===== src/rtl/irq_skip_pkg.sv =====
// Shared widths and register codes for the interrupt skip controller.
// Assumes a 4-bit accumulator and three control registers.
package irq_skip_pkg;
    localparam int DATA_W    = 4;
    localparam int NUM_REGS  = 3;
    localparam int SEL_W     = 2;
    localparam int REG_NOP   = 0;   // register holding the no-op bit
    localparam int REG_AUX   = 1;   // general control register
    localparam int REG_POL   = 2;   // register holding the polarity bit
    localparam int NOP_BIT   = 0;
    localparam int POL_BIT   = 2;
    typedef logic [DATA_W-1:0] nib_t;
endpackage


===== src/rtl/irq_pin_sync.sv =====
// Synchronizes the asynchronous interrupt pin and flags an edge whose new
// level matches the requested polarity. Assumes STAGES >= 2.
module irq_pin_sync #(
    parameter int STAGES = 2
) (
    input  logic clk,
    input  logic rst_n,
    input  logic pin,
    input  logic pol,
    output logic level,
    output logic edge_hit
);
    logic [STAGES-1:0] chain_q;
    logic              prev_q;

    // Shift the pin through the synchronizer chain.
    always_ff @(posedge clk) begin
        if (!rst_n) chain_q <= '0;
        else        chain_q <= {chain_q[STAGES-2:0], pin};
    end

    // Remember the last synchronized level for edge detection.
    always_ff @(posedge clk) begin
        if (!rst_n) prev_q <= 1'b0;
        else        prev_q <= chain_q[STAGES-1];
    end

    assign level    = chain_q[STAGES-1];
    assign edge_hit = (level != prev_q) && (level == pol);
endmodule


===== src/rtl/irq_ctl_regs.sv =====
// Bank of control registers loaded from the accumulator, with a read port.
// Select codes at or above NREGS address nothing and read as zero.
module irq_ctl_regs #(
    parameter int W     = 4,
    parameter int NREGS = 3,
    parameter int SW    = 2
) (
    input  logic             clk,
    input  logic             rst_n,
    input  logic [SW-1:0]    sel,
    input  logic             wr,
    input  logic [W-1:0]     wdata,
    output logic [W-1:0]     rdata,
    output logic [NREGS*W-1:0] flat
);
    logic [W-1:0] regs_q [NREGS];

    for (genvar i = 0; i < NREGS; i++) begin : g_reg
        // Load register i when it is selected and written.
        always_ff @(posedge clk) begin
            if (!rst_n)                          regs_q[i] <= '0;
            else if (wr && (int'(sel) == i))     regs_q[i] <= wdata;
        end
        assign flat[i*W +: W] = regs_q[i];
    end

    // Return the selected register, or zero for an unused code.
    always_comb begin
        rdata = '0;
        for (int i = 0; i < NREGS; i++)
            if (int'(sel) == i) rdata = regs_q[i];
    end
endmodule


===== src/rtl/irq_flags.sv =====
// Holds the interrupt enable flag and the external request flag.
// Disable beats enable; a hardware set beats an instruction clear.
module irq_flags (
    input  logic clk,
    input  logic rst_n,
    input  logic op_di,
    input  logic op_ei,
    input  logic req_set,
    input  logic req_clr,
    output logic en_q,
    output logic req_q
);
    // Update the enable flag from the disable and enable strobes.
    always_ff @(posedge clk) begin
        if (!rst_n)     en_q <= 1'b0;
        else if (op_di) en_q <= 1'b0;
        else if (op_ei) en_q <= 1'b1;
    end

    // Update the request flag; a set is never lost to a clear.
    always_ff @(posedge clk) begin
        if (!rst_n)       req_q <= 1'b0;
        else if (req_set) req_q <= 1'b1;
        else if (req_clr) req_q <= 1'b0;
    end
endmodule


===== src/rtl/irq_skip_eval.sv =====
// Combinational skip decision for the flag test and the pin-level test.
// Assumes the decoder raises at most the strobes of one instruction.
module irq_skip_eval (
    input  logic tst_ext,
    input  logic tst_pin,
    input  logic nop_mode,
    input  logic pol,
    input  logic level,
    input  logic req,
    output logic skip,
    output logic req_clr
);
    logic ext_live;

    // Form the skip request and the flag clear from the active test.
    always_comb begin
        ext_live = tst_ext && !nop_mode;
        req_clr  = ext_live && req;
        skip     = (ext_live && req) || (tst_pin && (level == pol));
    end
endmodule


===== src/rtl/irq_skip_ctl.sv =====
// Top of the interrupt flag and skip controller: ties the synchronizer,
// control registers, flags and skip logic together.
module irq_skip_ctl
    import irq_skip_pkg::*;
(
    input  logic             clk,
    input  logic             rst_n,
    input  logic             int_pin,
    input  logic             op_di,
    input  logic             op_ei,
    input  logic             op_tst_ext,
    input  logic             op_tst_pin,
    input  logic [SEL_W-1:0] reg_sel,
    input  logic             reg_wr,
    input  logic [DATA_W-1:0] acc_in,
    output logic [DATA_W-1:0] acc_out,
    output logic             irq_en,
    output logic             ext_req,
    output logic             skip
);
    logic [NUM_REGS*DATA_W-1:0] regs_flat;
    nib_t nop_reg_q;
    nib_t pol_reg_q;
    logic nop_mode;
    logic pol_sel;
    logic sync_lvl;
    logic ext_set;
    logic ext_clr;

    assign nop_reg_q = regs_flat[REG_NOP*DATA_W +: DATA_W];
    assign pol_reg_q = regs_flat[REG_POL*DATA_W +: DATA_W];
    assign nop_mode  = nop_reg_q[NOP_BIT];
    assign pol_sel   = pol_reg_q[POL_BIT];

    irq_ctl_regs #(.W(DATA_W), .NREGS(NUM_REGS), .SW(SEL_W)) u_regs (
        .clk(clk), .rst_n(rst_n), .sel(reg_sel), .wr(reg_wr),
        .wdata(acc_in), .rdata(acc_out), .flat(regs_flat)
    );

    irq_pin_sync #(.STAGES(2)) u_sync (
        .clk(clk), .rst_n(rst_n), .pin(int_pin), .pol(pol_sel),
        .level(sync_lvl), .edge_hit(ext_set)
    );

    irq_skip_eval u_eval (
        .tst_ext(op_tst_ext), .tst_pin(op_tst_pin), .nop_mode(nop_mode),
        .pol(pol_sel), .level(sync_lvl), .req(ext_req),
        .skip(skip), .req_clr(ext_clr)
    );

    irq_flags u_flags (
        .clk(clk), .rst_n(rst_n), .op_di(op_di), .op_ei(op_ei),
        .req_set(ext_set), .req_clr(ext_clr),
        .en_q(irq_en), .req_q(ext_req)
    );
endmodule


===== config.mk =====
export PLATFORM = sky130hd
export DESIGN_NAME = irq_skip_ctl
export DESIGN_NICKNAME = d
export VERILOG_FILES = /design/src/rtl/irq_skip_pkg.sv /design/src/rtl/irq_pin_sync.sv /design/src/rtl/irq_ctl_regs.sv /design/src/rtl/irq_flags.sv /design/src/rtl/irq_skip_eval.sv /design/src/rtl/irq_skip_ctl.sv
export SDC_FILE = /design/constraint.sdc
export NUM_CORES = 1
export LEC_CHECK = 0
export BUFFER_PORTS_ARGS = -buffer_cell sky130_fd_sc_hd__buf_2
export CAP_MARGIN = 25
export CELL_PAD_IN_SITES_DETAIL_PLACEMENT = 1
export CELL_PAD_IN_SITES_GLOBAL_PLACEMENT = 2
export CORE_ASPECT_RATIO = 0.6
export CORE_MARGIN = 2
export CORE_UTILIZATION = 35
export CTS_CLUSTER_DIAMETER = 100
export DETAILED_ROUTE_END_ITERATION = 16
export GPL_ROUTABILITY_DRIVEN = 0
export PLACE_DENSITY_LB_ADDON = 0.3
export SETUP_SLACK_MARGIN = 0.3
export SLEW_MARGIN = 15
export SYNTH_ARGS = -nofsm -noshare
export SYNTH_HDL_FRONTEND = slang
export SYNTH_SLANG_ARGS = --single-unit

===== constraint.sdc =====
create_clock -name clk -period 2.61 [get_ports clk]
set_input_delay 0.261 -clock clk [delete_from_list [all_inputs] [get_ports clk]]
set_output_delay 0.261 -clock clk [all_outputs]
set_load 0.02 [all_outputs]

* After elaboration in Yosys (flattened, before gate mapping)
Memory sizes are Yosys's and may differ from the RTL's.
Cells that the tools add are included.
** Word-level totals
- Logic and storage cells :: 43
- Bits in latches :: 0
- Bits in read-only memories :: 0
- Output and inout bits :: 7
- Register bits :: 5
- Memories :: 1
- RAM bits :: 12
** Operators by class
- Bitwise logic cells :: 4
- Equality and inequality tests :: 4
- Shift operators :: 0
- Divide/modulo/power cells :: 0
- $lt $le $gt $ge :: 0
- Reductions and logical operators :: 12
- Multiply operators :: 0
- Multiplexer cells :: 18
- Add/subtract/negate cells :: 0
** Memories
- u_regs.regs_q :: words 3, bits a word 4, read ports 3, clocked after memory_dff 0, wr ports 3, RTL line irq_ctl_regs.sv:16 : logic [W-1:0] regs_q [NREGS];
** Operators with widths (count)
- $mux 4 :: 6
- $mux 1 :: 12
- $logic_and 1x1->1 :: 7
- $eq 2x2->1 const B :: 2
- $or 1x1->1 :: 3
- $logic_not 2->1 :: 1
- $reduce_bool 2->1 :: 1
- $reduce_or 2->1 :: 1
- $eq 1x1->1 :: 1
- $logic_not 1->1 :: 1
- $logic_or 1x1->1 :: 1
- $ne 1x1->1 :: 1
- $not 1->1 :: 1

* Depth between registers and ports, before layout
- Word-level depth :: 6
- Depth in mapped cells :: 3

* Modules after synthesis
Synthesis repeated with hierarchy kept, for this count alone.
** Second synthesis, totals
- Cell total of the unflattened synthesis :: 64
- Area total of the unflattened synthesis :: 765.7 sq um
** By module, submodules not included
- irq_ctl_regs :: cells an instance 45, instances 1, sequential area each 360.3 sq um, area an instance 565.5 sq um
- irq_pin_sync :: cells an instance 9, instances 1, sequential area each 60.1 sq um, area an instance 102.6 sq um
- irq_flags :: cells an instance 6, instances 1, sequential area each 40.0 sq um, area an instance 72.6 sq um
- irq_skip_eval :: cells an instance 4, instances 1, sequential area each 0.0 sq um, area an instance 25.0 sq um

* Worst setup path before layout
No wires, ideal clock.
- Path type :: in2reg
- From :: input reg_sel[0]
- To :: memory u_regs.regs_q[1][0] (enable)
- Arrival :: 0.780 ns
- Slack :: 1.469 ns
- Data required time :: 2.249 ns
- Stages on the path :: 3
- Cells stage by stage :: buf_6 > inv_1 > o21ai_0
** RTL lines
- from (decl) :: RTL line irq_skip_ctl.sv:13 : input logic [SEL_W-1:0] reg_sel,
- to (decl) :: RTL line irq_ctl_regs.sv:16

==> results.ini <==
[run_status]
status = completed

[clock_network]
worst_skew_pair.late_latency_ps = 250
cts_setup_buffers = 0
clk_pin_slew_worst_paths_ps = 60
hold_buffers = 0
max-clock-path-buffers = 2
cts_resized = 0
cts_inserted_buffers = 3
root_buffer = clkbuf_8
cts_tree = done
h-tree-depth = 1
cts_sinks = 17

[floorplanning]
die_x_microns = 65.6
die_y_microns = 40.9
die_area_sq_mm = 0.00268
coreArea_sq_mm = 0.00216
top_level_ports = 21
rows = 13
start_util = 0.368

[route]
post-route-drc-count = 0
drt_iter0_drc = 35
wl_met2_microns = 778
drtAntennaViolNets = 0
wire_per_inst_microns = 16.5
met1_length_microns = 973
top_layer_used = met4
vias = 530
wl_mm = 1.85
drtPass1Iterations = 3
met3_length_microns = 94
avgViaCountPerCell = 4.73

[cells_and_area]
final_nets = 97
areaGrowthSynthToFinish_pct = 20.6
n_antenna_cell = 0
final_common_cell = buf_2
layout-drive-gt1-share = 0.305
stdcell_count = 112
nFillCells = 242
layout_common_cells = 20 x buf_2, 15 x and2_1, 12 x edfxtp_1

[critical_path]
start_kind = register
r2r-start = u_regs.regs_q[2][2]
cp.required_ps = 2350
crit_arrival_ps = 1170
crit_type = reg2out
crit_start = u_regs.regs_q[2][2]
r2r_setup_slack_ps = 1510
crit_path_end_kind = output pin
critPathMaxFanout = 4

[sta]
slew_headroom = 0.616
setup_tns_ps = 0
rsz0062_at_grt = false
final_hold_viol_count = 0
min_period_over_period = 0.548
fmax_mhz = 699
finalMaxSlewViolations = 0
min_period_ps = 1430
setup_violations = 0
tightest_slew_ps = 569
skew_ps = 2.53

[global_routing]
grt_pass1_vias = 547
antenna_found_initial = 0
grt_overflow_total = 0
grt_pass1_wl_mm = 2.86
grt_max_degree = 14
track_usage = 0.156

[power]
power_leakage_nw = 0.406
p_per_area_mw_per_mm2 = 601
irDropWorstVdd_mv = 0.261

[place]
place_inst = 108
place_hpwl_mm = 1.47
port_buffers = 20

[synthesis]
synth.largest_area_cell = edfxtp_1
netlist_area_sq_um = 796
synth_area_leaders = edfxtp_1 45%, dfxtp_1 13%, and2_1 12%
yosysWarnings = 0
synth_top_area_frac = 0.453
synth.distinct_cells = 18
synth_seq_cells = 17
ys_seq_area_frac = 0.579
syn_nets = 74
avgSynthCellArea_sq_um = 13.3
synthCells = 60

[hold_path]
worstHoldStart = op_di
min_path_type = in2reg

[job]
cap_violations = 0

-- state kept, by name (all words and copies together), names as in the netlist --
register	count
u_sync.chain_q	2
u_regs.regs_q	12
u_flags.req_q	1
u_flags.en_q	1
u_sync.prev_q	1
-- cells by family (layout without fill, tap and decap cells) --
| group | count (synthesis) | after routing | synth area share |
|---|---|---|---|
| AO/OA/AOI/OAI | 9 | 9 | 0.0928 |
| AND/OR/NAND/NOR | 25 | 25 | 0.234 |
| XOR/XNOR | 1 | 1 | 0.0110 |
| multiplexers | 4 | 4 | 0.0503 |
| buffers and inverters | 4 | 26 | 0.0330 |
| flip-flops | 17 | 17 | 0.579 |
-- Yosys cell counts --
cell	count
a21bo_2	1
nor2b_4	1
buf_4	1
and2_1	15
xnor2_1	1
edfxtp_1	12
inv_1	2
a311o_1	1
o21ai_0	2
mux2i_1	4
o2bb2ai_1	5
nand2b_1	2
buf_6	1
nor3b_1	1
dfxtp_1	5
nor2_1	1
and4b_1	3
and4bb_1	2
-- final timing paths --
kind	to	cells after the start
worst max-delay path	skip	3
worst min-delay path	u_flags.en_q	2
worst max register to register	u_flags.req_q	2
worst min register to register	u_sync.chain_q[1]	1
-- cell type report --
class                           count  area [sq um]  share of cell area
Clock buffer                        4          45.0              0.0469
Inverter                            2          7.51             0.00782
Sequential cell                    17           460               0.480
Timing Repair Buffer               20           100               0.104
Multi-Input combinational cell     39           309               0.322
Tap cell                           30          37.5              0.0391
-- critical path: stages (launching register included) --
cell and delay [ps]:
edfxtp_1 440, xnor2_1 190, o2bb2ai_1 120, buf_2 170
-- layer usage --
metal | global-route usage | up-vias
li1 | - | 262
met4 | 0.0469 | 0
met5 | 0 | -
met3 | 0.0495 | 2
met1 | 0.210 | 250
met2 | 0.245 | 16
-- stage by stage --
stage | setup slack [ps] | utilization | hold WS (ps) | power [mW] | area, sq um
floorplan | 1470 | - | 337 | 0.362 | 796
global placement | 1250 | 0.423 | 415 | 0.390 | 915
detailed placement | 1180 | 0.423 | 431 | 0.393 | 915
CTS | 1160 | 0.444 | 172 | 0.584 | 960
global route | 1100 | 0.444 | 166 | 0.604 | 960
finish | 1180 | 0.444 | 176 | 0.576 | 960
-- where the power goes --
part / leakage, nW / internal (mW) / switching (mW)
Sequential: 0.159 / 0.307 / 0.00906
Clock: 0.0228 / 0.108 / 0.0821
Combinational: 0.225 / 0.0301 / 0.0402
Total: 0.406 / 0.445 / 0.131
(Power assumes the default switching activity.)
